--- src/rtl/qerr_requant_pkg.sv ---
package qerr_requant_pkg;

  // Strobes from the control unit to the datapath.
  typedef struct packed {
    logic step;   // accept one sample this cycle
    logic clear;  // return all state to zero
  } dpCtl_t;

endpackage

--- src/rtl/qerr_requant_ctrl.sv ---
module qerr_requant_ctrl
  import qerr_requant_pkg::*;
(
  input  logic   clk,
  input  logic   rst,
  input  logic   inValid,
  output dpCtl_t ctl,
  output logic   outValid
);

  always_comb begin
    ctl.clear = rst;
    ctl.step  = inValid & ~rst;
  end

  // Outputs are registered once, so the valid flag trails the strobe by one edge.
  always_ff @(posedge clk) begin
    if (rst) outValid <= 1'b0;
    else     outValid <= inValid;
  end

endmodule

--- src/rtl/qerr_requant_core.sv ---
module qerr_requant_core
  import qerr_requant_pkg::*;
#(
  parameter int IN_W     = 16,
  parameter int IN_FRAC  = 14,
  parameter int OUT_W    = 8,
  parameter int OUT_FRAC = 6,
  parameter int ACC_W    = 10
) (
  input  logic                    clk,
  input  logic                    rst,
  input  dpCtl_t                  ctl,
  input  logic signed [IN_W-1:0]  errIn,
  output logic signed [OUT_W-1:0] reqCode,
  output logic signed [ACC_W-1:0] dacCode
);

  localparam int DROP  = IN_FRAC - OUT_FRAC;  // low bits removed by the quantizer
  localparam int ORDER = 3;
  localparam int SUM_W = IN_W + 3;            // headroom for the residue feedback
  localparam int Q_W   = SUM_W - DROP;

  logic [DROP-1:0] resid [ORDER];             // resid[0] belongs to the newest sample

  logic signed [SUM_W-1:0] xExt, t1, t2, t3, vSum;
  logic signed [Q_W-1:0]   qWide;
  logic [DROP-1:0]         residNew;
  logic signed [OUT_W-1:0] reqNext;
  logic signed [ACC_W:0]   accSum;

  // Error feedback with NTF (1 - z^-1)^3. Floor truncation keeps the residue non-negative.
  always_comb begin
    xExt     = {{(SUM_W-IN_W){errIn[IN_W-1]}}, errIn};
    t1       = $signed({{(SUM_W-DROP){1'b0}}, resid[0]});
    t2       = $signed({{(SUM_W-DROP){1'b0}}, resid[1]});
    t3       = $signed({{(SUM_W-DROP){1'b0}}, resid[2]});
    vSum     = xExt + (t1 <<< 1) + t1 - (t2 <<< 1) - t2 + t3;
    qWide    = vSum[SUM_W-1:DROP];
    residNew = vSum[DROP-1:0];
    reqNext  = qWide[OUT_W-1:0];
    accSum   = {dacCode[ACC_W-1], dacCode}
             + {{(ACC_W+1-OUT_W){reqNext[OUT_W-1]}}, reqNext};
  end

  always_ff @(posedge clk) begin
    if (ctl.clear) begin
      for (int k = 0; k < ORDER; k++) resid[k] <= '0;
      reqCode <= '0;
      dacCode <= '0;
    end else if (ctl.step) begin
      resid[0] <= residNew;
      for (int k = 1; k < ORDER; k++) resid[k] <= resid[k-1];
      reqCode <= reqNext;
      dacCode <= accSum[ACC_W-1:0];
    end
  end

  // the wide quotient must fit the output word, so the quantizer is never clipped.
  assert_no_overload_R4: assert property (@(posedge clk) disable iff (rst)
    ctl.step |-> (qWide[Q_W-1:OUT_W-1] == '0 || qWide[Q_W-1:OUT_W-1] == '1));

  // the accumulator must not wrap on legal sequences.
  assert_acc_no_wrap_R7: assert property (@(posedge clk) disable iff (rst)
    ctl.step |-> (accSum[ACC_W] == accSum[ACC_W-1]));

  // with no accepted sample, the outputs hold.
  assert_hold_idle_R8: assert property (@(posedge clk) disable iff (rst)
    !ctl.step |=> ($stable(reqCode) && $stable(dacCode)));

  // outputs are zero on the first cycle after reset falls.
  assert_reset_clear_R1: assert property (@(posedge clk) disable iff (rst)
    $fell(rst) |-> (reqCode == '0 && dacCode == '0));

endmodule

--- src/rtl/qerr_requant_top.sv ---
module qerr_requant_top
  import qerr_requant_pkg::*;
#(
  parameter int IN_W     = 16,
  parameter int IN_FRAC  = 14,
  parameter int OUT_W    = 8,
  parameter int OUT_FRAC = 6,
  parameter int ACC_W    = 10
) (
  input  logic                    clk,
  input  logic                    rst,
  input  logic                    inValid,
  input  logic signed [IN_W-1:0]  errIn,
  output logic                    outValid,
  output logic signed [OUT_W-1:0] reqCode,
  output logic signed [ACC_W-1:0] dacCode
);

  dpCtl_t ctl;

  qerr_requant_ctrl ctrl_i (
    .clk      (clk),
    .rst      (rst),
    .inValid  (inValid),
    .ctl      (ctl),
    .outValid (outValid)
  );

  qerr_requant_core #(
    .IN_W     (IN_W),
    .IN_FRAC  (IN_FRAC),
    .OUT_W    (OUT_W),
    .OUT_FRAC (OUT_FRAC),
    .ACC_W    (ACC_W)
  ) core_i (
    .clk     (clk),
    .rst     (rst),
    .ctl     (ctl),
    .errIn   (errIn),
    .reqCode (reqCode),
    .dacCode (dacCode)
  );

endmodule

--- config.mk ---
export PLATFORM = sky130hd
export DESIGN_NAME = qerr_requant_top
export DESIGN_NICKNAME = d
export VERILOG_FILES = /design/src/rtl/qerr_requant_pkg.sv /design/src/rtl/qerr_requant_ctrl.sv /design/src/rtl/qerr_requant_core.sv /design/src/rtl/qerr_requant_top.sv
export SDC_FILE = /design/constraint.sdc
export NUM_CORES = 1
export LEC_CHECK = 0
export CAP_MARGIN = 5
export CORE_MARGIN = 3
export CORE_UTILIZATION = 61
export CTS_CLUSTER_DIAMETER = 80
export DETAILED_ROUTE_END_ITERATION = 16
export DONT_BUFFER_PORTS = 1
export PLACE_DENSITY_LB_ADDON = 0.12
export SKIP_LAST_GASP = 1
export SYNTH_ARGS = -nofsm -noshare
export SYNTH_HDL_FRONTEND = slang
export SYNTH_SLANG_ARGS = --single-unit
--- constraint.sdc ---
create_clock -name clk -period 9.62 [get_ports clk]
set_input_delay 1.924 -clock clk [delete_from_list [all_inputs] [get_ports clk]]
set_output_delay 1.924 -clock clk [all_outputs]
set_load 0.02 [all_outputs]
Word-level counts from Yosys, hierarchy flattened --
Memory sizes are Yosys's and may differ from the RTL's. Cells that the tools add are included.
Storage, ports and cells: bits in registers 19, RAM bits 24, input bits 19, output and inout bits 19, word-level logic and storage cells 23, memories kept 1
Operators by class: $add $sub $neg 6, muxes and demuxes 8, bitwise operators 5
Memories:
- core_i.resid | words 3, width 8, read ports 3, clocked after memory_dff 0, write ports 3, RTL line qerr_requant_core.sv:23 | logic [DROP-1:0] resid [ORDER];
Operators with widths (number):
- $add A16 B9 Y16 | 2
- $mux W8 | 3
- $add A16 B10 Y16 | 1
- $sub A16 B10 Y16 | 1
- $sub A16 B9 Y16 | 1
- $add A10 B8 Y10 | 1
- $mux W1 | 5
- $or A1 B1 Y1 | 3
- $and A1 B1 Y1 | 1
- $not A1 Y1 | 1

Longest topological paths before layout --
Gate-level depths: netlist of the first run. An unclocked memory read counts as a cell.
depth in word-level cells 7, depth in mapped cells 23

By module --
From an unflattened synthesis of the first run, not the netlist that was laid out.
Unflattened totals: cell total of the unflattened synthesis 368, area, all modules 3603.5 um^2
Modules (own cells, without submodules):
- qerr_requant_core | times used 1, cells an instance 364, area an instance 3563.4 um^2, seq. area each 1081.0 um^2
- qerr_requant_ctrl | times used 1, cells an instance 4, area an instance 40.0 um^2, seq. area each 20.0 um^2

Worst setup path after synthesis of the first run --
OpenSTA, ideal clock, no wires.
path type input-to-reg, from in errIn[2], to reg core_i.dacCode[9], arrival time 6671 ps, required time 9497 ps, path slack 2825 ps, cell stages on the path 22, path buffers 0, cell sequence inv_1 > fa_1 > inv_1 > fa_1 > inv_1 > fa_1 > inv_1 > fa_1 > a21o_1 > a221oi_2 > o21ai_0 > a21o_1 > a31oi_1 > xnor2_1 > ha_1 > inv_1 > o41ai_1 > a21oi_1 > a21oi_1 > nor2_1 > mux2i_1 > mux2_1
Between the ends: word-level cells in the longest chain between the ends 6
RTL lines:
- start, declared | RTL line qerr_requant_top.sv:13 | input logic signed [IN_W-1:0] errIn,
- $add A16 B10 Y16 | RTL line qerr_requant_core.sv:37 | vSum = xExt + (t1 <<< 1) + t1 - (t2 <<< 1) - t2 + t3;
- $add A16 B9 Y16 | RTL line qerr_requant_core.sv:37
- $sub A16 B10 Y16 | RTL line qerr_requant_core.sv:37
- $sub A16 B9 Y16 | RTL line qerr_requant_core.sv:37
- $add A16 B9 Y16 | RTL line qerr_requant_core.sv:37
- named net core_i.vSum[13] | RTL line qerr_requant_core.sv:25 | logic signed [SUM_W-1:0] xExt, t1, t2, t3, vSum;
- $add A10 B8 Y10 | RTL line qerr_requant_core.sv:42 | + {{(ACC_W+1-OUT_W){reqNext[OUT_W-1]}}, reqNext};
- end signal, assigned | RTL line qerr_requant_core.sv:54 | dacCode <= accSum[ACC_W-1:0];
- end, declared | RTL line qerr_requant_core.sv:15 | output logic signed [ACC_W-1:0] dacCode
The timed path passes the listed nets, and every way through them passes these cells. A chain may end at the register's enable or synchronous reset.

Final worst setup path of the first run --
Same ends and word-level chain as after synthesis.

==> qor.yml, run 1 <==
grt:
  grt_usage_pct: 20.78
  antenna_found_initial: 0
  grt_max_degree: 25
  grt.overflow.total: 0
  grt_pass1_vias: 2337
  grt_pass1_wl_um: 10640
worst_setup_path:
  crit_slowest_cell: "fa_1"
  crit_start: "errIn[2]"
  reg2reg_setup_slack_ns: 4.03
  worstPathCellList: "inv_1 -> fa_1 -> inv_1 -> fa_1 -> inv_1 -> fa_1 -> inv_1 -> fa_1 -> a21o_1 -> a221oi_2 -> o21ai_0 -> a21o_1 -> a31oi_1 -> xnor2_1 -> ha_1 -> inv_1 -> o41ai_1 -> a21oi_1 -> a21oi_1 -> nor2_1 -> mux2i_1 -> mux2_1"
  end_kind: "flip-flop"
  reg2reg_depth: 21
  cp_max_fo: 4
  cp-start-kind: "input port"
  max_stage_delay_ns: 0.56
  cp_data_required_time_ns: 9.82
  critPathArrivalTime_ns: 6.96
  rr_startpoint: "core_i.resid[0][0]"
  endpoint: "core_i.dacCode[9]"
  crit_path_frequent_cell: "inv_1"
  critPathKind: "in2reg"
  regToRegEndpoint: "core_i.dacCode[9]"
run_status:
  status: "finished, final reports clean"
clocking:
  cts_max_level: 2
  postCtsSetupRepairBufs: 0
  root_buffer: "clkbuf_8"
  cts_sinks: 43
  hold_buffers: 0
  cts_buffers: 5
  cts_tree: "done"
  clkTransAtPathRegs_ns: 0.09
  cts_resized: 0
  clk_path_buf_depth: 2
  clock_latency_ns: 0.30
sta:
  finClkSkew_ns: 0.007905
  worst_pin_slew_ns: 0.9682
  relSlewSlack_pct: 35.39
  setup_viol: 0
  fin_crit_sh_pct: 70.37
  fin_setup_tns_ns: 0
  hold_slack_ns: 0.5903
  slew_viol_final: 0
  fin_crit_ns: 6.769
  finalHoldViolCount: 0
  max_freq_mhz: 147.7
  rsz0062_at_grt: "false"
yosys:
  synth-seq-cells: 43
  synth_cell_types: 42
  synth_top_family_by_area: "adder cells"
  syn_nets: 442
  synth.top_cell.area_share_pct: 20.40
  yosys-top-cells-area: "edfxtp_1 20%, fa_1 18%, ha_1 12%"
  synth-compound-area-share_pct: 11.87
  ys_seq_area_share_pct: 31.17
  muxShareOfSynthArea_pct: 1.736
  synth.largest_area_cell: "edfxtp_1"
  ys_warn_count: 0
  ys.flop_type: "edfxtp_1"
  synthArstFlopShare_pct: 0
  syn_inst: 356
  syn-mean-instance-area_um2: 9.922
  syn-cell-area_um2: 3532
  yosys.area_share.simple_pct: 9.919
  synthAdderAreaFrac_pct: 30.53
  synth_edf_count: 24
  synth_xor_xnor_area_share_pct: 5.420
floorplanning:
  ios: 38
  core_area_um2: 5540
  fp.dieH_um: 82.10
  start_util_pct: 63.75
  rows: 27
  dieArea_um2: 6740
  die_w_um: 82.10
route:
  wl_per_cell_um: 14.31
  antenna_left: 0
  wirelength_um: 6168
  via_per_inst: 5.271
  drt_iter0_markers: 67
  vias: 2272
  drc: 0
  drt_pass1_iterations: 4
cells_and_area:
  fin_area_um2: 3692
  layout_common_cells: "82 x inv_1, 35 x ha_1, 32 x fa_1"
  antenna_cells: 0
  final_net_count: 444
  area_growth_pct: 4.534
  drive_above_1_share_pct: 4.457
  final_common_cell: "inv_1"
hold_path:
  min_path_type: "reg2reg"
  holdPathStages: 2
place:
  port-buffer-count: 0
  place.gp.congestion: 0.8207
  hpwlAfterDp_um: 4912
  dpl_cell_area_um2: 3603
flow_run:
  maxCapViolations: 0
[cell usage after synthesis (all sizes together), types with 2 or more instances]
master	count
inv	82
a21o	11
mux2i	5
nand2	9
a221oi	3
a21oi	14
ha	35
dfxtp	19
and3	2
fa	32
nor3	4
xnor2	17
clkbuf	4
nor2b	3
o21a	2
a22o	4
o211ai	2
nor2	30
a31oi	3
edfxtp	24
or2	2
xor2	4
and2	19
o21ai	9
a211oi	3
o21bai	4
[metal layers]
layer | part of all wire, % | GRT usage [%]
met5 | 0 | 0
met1 | 45 | 25.82
met4 | 0.71 | 5.482
met3 | 4.8 | 5.206
met2 | 50 | 36.03
[critical path, delay by kind of cell]
family | cells | cell delay (ns)
xor+xnor | 1 | 0.11
fa+ha+maj | 5 | 2.38
mux | 2 | 0.48
buf+inv | 5 | 0.31
compound gates | 8 | 1.71
simple gates | 1 | 0.06
[cell families (layout without fill, tap and decap cells)]
logic type	Yosys count	count (layout)
buffers and inverters	88	91
AND/OR/NAND/NOR	72	72
adder cells (fa/ha/maj)	67	67
AO/OA/AOI/OAI	59	59
flip-flops	43	43
XOR/XNOR	21	21
multiplexers	6	6
[cell type report]
| type | instances | area, um2 |
|---|---|---|
| clock buffer | 5 | 68.82 |
| tap | 72 | 90.09 |
| multi-input combinational | 225 | 2101 |
| fill | 458 | 1848 |
| inverter | 83 | 311.5 |
| clock inverter | 3 | 20.02 |
| sequential | 43 | 1101 |
[registers in the layout, summed over array words and instances, names as in the netlist]
signal,flops
core_i.resid,24
ctrl_i.outValid,1
core_i.dacCode,10
core_i.reqCode,8
[metrics by stage]
stage,util [%],std cells,setup slack [ns]
after floorplan,-,356,2.825
after global placement,65.04,423,2.601
after detailed placement,65.04,423,2.503
after CTS,66.64,431,2.828
after global routing,66.64,431,2.438
final,66.64,431,2.851
[how the worst min path moves through the flow]
stage | startpoint | to
CTS | core_i.dacCode[7] | core_i.dacCode[7]
floorplan | core_i.dacCode[8] | core_i.dacCode[8]
finish | core_i.dacCode[7] | core_i.dacCode[7]
global placement | core_i.dacCode[8] | core_i.dacCode[8]
global route | core_i.dacCode[8] | core_i.dacCode[8]
detailed placement | core_i.dacCode[7] | core_i.dacCode[7]
Power of run 1 is not shown: default switching activity piles up to over one toggle a cycle in this logic, so the estimate is an artifact.
==> inputs of run 2 (changes only) <==
--- a/config.mk
+++ b/config.mk
@@ -5,6 +5,7 @@
 export SDC_FILE = /design/constraint.sdc
 export NUM_CORES = 1
 export LEC_CHECK = 0
+export ABC_AREA = 1
 export CAP_MARGIN = 5
 export CORE_MARGIN = 3
 export CORE_UTILIZATION = 61
==> constraint.sdc (replaced) <==
create_clock -name clk -period 6.3 [get_ports clk]
set_input_delay 1.26 -clock clk [delete_from_list [all_inputs] [get_ports clk]]
set_output_delay 1.26 -clock clk [all_outputs]
set_load 0.02 [all_outputs]
==> run 2 against run 1 <==
  * Critical path depth grew 3
  * Sequential cell count is the same
  * Core utilization grew 0.55 points
  * Via count grew 14%
  * Wire length grew 4.8%
  * Critical endpoint is now core_i.dacCode[8]
==> qor.yml, run 2 <==
run_status:
  status: "finished, final reports clean"
floorplanning:
  ios: 38
  dieArea_um2: 6996
  core_area_um2: 5675
  rows: 27
  start_util_pct: 64.79
  die_w_um: 83.64
  fp.dieH_um: 83.64
yosys:
  syn-cell-area_um2: 3677
  netlist_top_cells_count: "115 x inv_1, 70 x nand2_1, 41 x nor2_1"
  synthArstFlopShare_pct: 0
  synth.largest_area_cell: "edfxtp_1"
  syn_inst: 439
  synth.most_common_cell: "inv_1"
  synth_cell_types: 38
  synth-seq-cells: 43
  ys_warn_count: 0
  synth.top_cell.area_share_pct: 19.60
  ys.flop_type: "edfxtp_1"
  syn_nets: 525
  yosys-top-cells-area: "edfxtp_1 20%, fa_1 17%, ha_1 12%"
  syn-mean-instance-area_um2: 8.376
  ys_seq_area_share_pct: 29.94
  synth_edf_count: 24
route:
  vias: 2597
  top_layer_used: "met4"
  via_per_inst: 5.043
  wl_per_cell_um: 12.55
  antenna_left: 0
  wirelength_um: 6461
  drc: 0
  drt_iter0_markers: 129
  wl_met1_um: 2901
  drt_pass1_iterations: 4
  dr_wl_met2_um: 3121
  wl_met3_um: 352
clocking:
  cts_sinks: 43
  root_buffer: "clkbuf_8"
  cts_max_level: 2
  postCtsSetupRepairBufs: 0
  cts_resized: 0
  cts_buffers: 5
  clkTransAtPathRegs_ns: 0.08
  clk_path_buf_depth: 2
  cts_tree: "done"
  hold_buffers: 0
  clock_latency_ns: 0.30
cells_and_area:
  largest_register_ffs: 24
  antenna_cells: 0
  area_growth_pct: 3.709
  regMostFlops: "core_i.resid"
  reg_top3: "core_i.resid x24, core_i.dacCode x10, core_i.reqCode x8"
  drive_above_1_share_pct: 4.966
  multi_input_area_um2: 2088
  nFillCells: 483
  layout_common_cells: "115 x inv_1, 70 x nand2_1, 41 x nor2_1"
  final_net_count: 528
  seq_area_um2: 1101
  final_common_cell: "inv_1"
worst_setup_path:
  cp_data_required_time_ns: 6.55
  end_kind: "flip-flop"
  critPathArrivalTime_ns: 5.71
  cp_max_fo: 4
  cp-start-kind: "input port"
  critPathKind: "in2reg"
grt:
  grt_pass1_wl_um: 11630
  grt_pass1_vias: 2630
  grt_max_degree: 26
  grt.overflow.total: 0
  grt_usage_pct: 20.17
  antenna_found_initial: 0
place:
  hpwlAfterDp_um: 5204
  place.gp.congestion: 0.8946
  port-buffer-count: 0
sta:
  worst_pin_slew_ns: 1.130
  finClkSkew_ns: 0.006575
  fin_crit_ns: 5.465
  setup_viol: 0
  max_freq_mhz: 183.0
  relSlewSlack_pct: 24.39
  fin_setup_tns_ns: 0
  slew_viol_final: 0
  finalHoldViolCount: 0
  rsz0062_at_grt: "false"
  fin_crit_sh_pct: 86.74
flow_run:
  maxCapViolations: 0
hold_path:
  min_path_type: "reg2reg"
run 2: cell families after synthesis:
kind of cell	Yosys count	share of synthesized area, %
AO/OA/AOI/OAI	54	9.017
XOR/XNOR	7	1.872
adder cells (fa/ha/maj)	67	29.33
buffers and inverters	124	13.27
flip-flops	43	29.94
AND/OR/NAND/NOR	144	16.57
run 2: stage by stage:
step           worst slack, ns  cell area [um2]  util [%]  instances  hold WS [ns]
2_1_floorplan           0.8629             3677         -        439        0.5264
3_5_place_dp            0.5819             3734     65.78        507        0.5483
4_1_cts                 0.8689             3814     67.20        515        0.5648
5_1_grt                 0.5324             3814     67.20        515        0.5887
6_report                0.8352             3814     67.20        515        0.5612
3_3_place_gp            0.6912             3734     65.78        507        0.5500
run 2: cell type report:
type | instances | area share [%]
sequential | 43 | 28.87
tap | 72 | 2.362
multi-input combinational | 272 | 54.76
inverter | 119 | 11.71
timing repair buffer | 1 | 0.1969
clock inverter | 2 | 0.1969
clock buffer | 6 | 1.903
run 2: worst max-delay path, cell delays in order:
cell     delay, ns
inv_1         0.03
fa_1          0.53
inv_1         0.06
fa_1          0.53
inv_1         0.06
fa_1          0.54
inv_1         0.04
ha_1          0.33
a21oi_1       0.17
nand2_1       0.11
inv_2         0.05
nor2_1        0.04
nor2_2        0.13
o21ai_2       0.09
xor2_1        0.18
ha_1          0.25
fa_1          0.40
nand2_1       0.10
a21oi_1       0.07
or2_2         0.29
nand4_1       0.07
nand2_1       0.07
a21oi_1       0.13
o21ai_0       0.11
nand2_1       0.06
run 2: worst paths after layout:
check	startpoint	to	slack, ns	cells past startpoint
setup reg to reg	core_i.resid[0][10]	core_i.dacCode[8]	1.38	24
hold / removal	core_i.reqCode[6]	core_i.reqCode[6]	0.56	2
setup / recovery	errIn[3]	core_i.dacCode[8]	0.84	25
hold reg to reg	core_i.reqCode[6]	core_i.reqCode[6]	0.56	2
run 2: layer usage:
metal / track usage [%] / up-vias
met5: 0 / -
met4: 4.240 / 0
met3: 5.528 / 8
met2: 33.48 / 50
met1: 26.55 / 1186
li1: - / 1353
Power of run 2 is left out for the same reason.
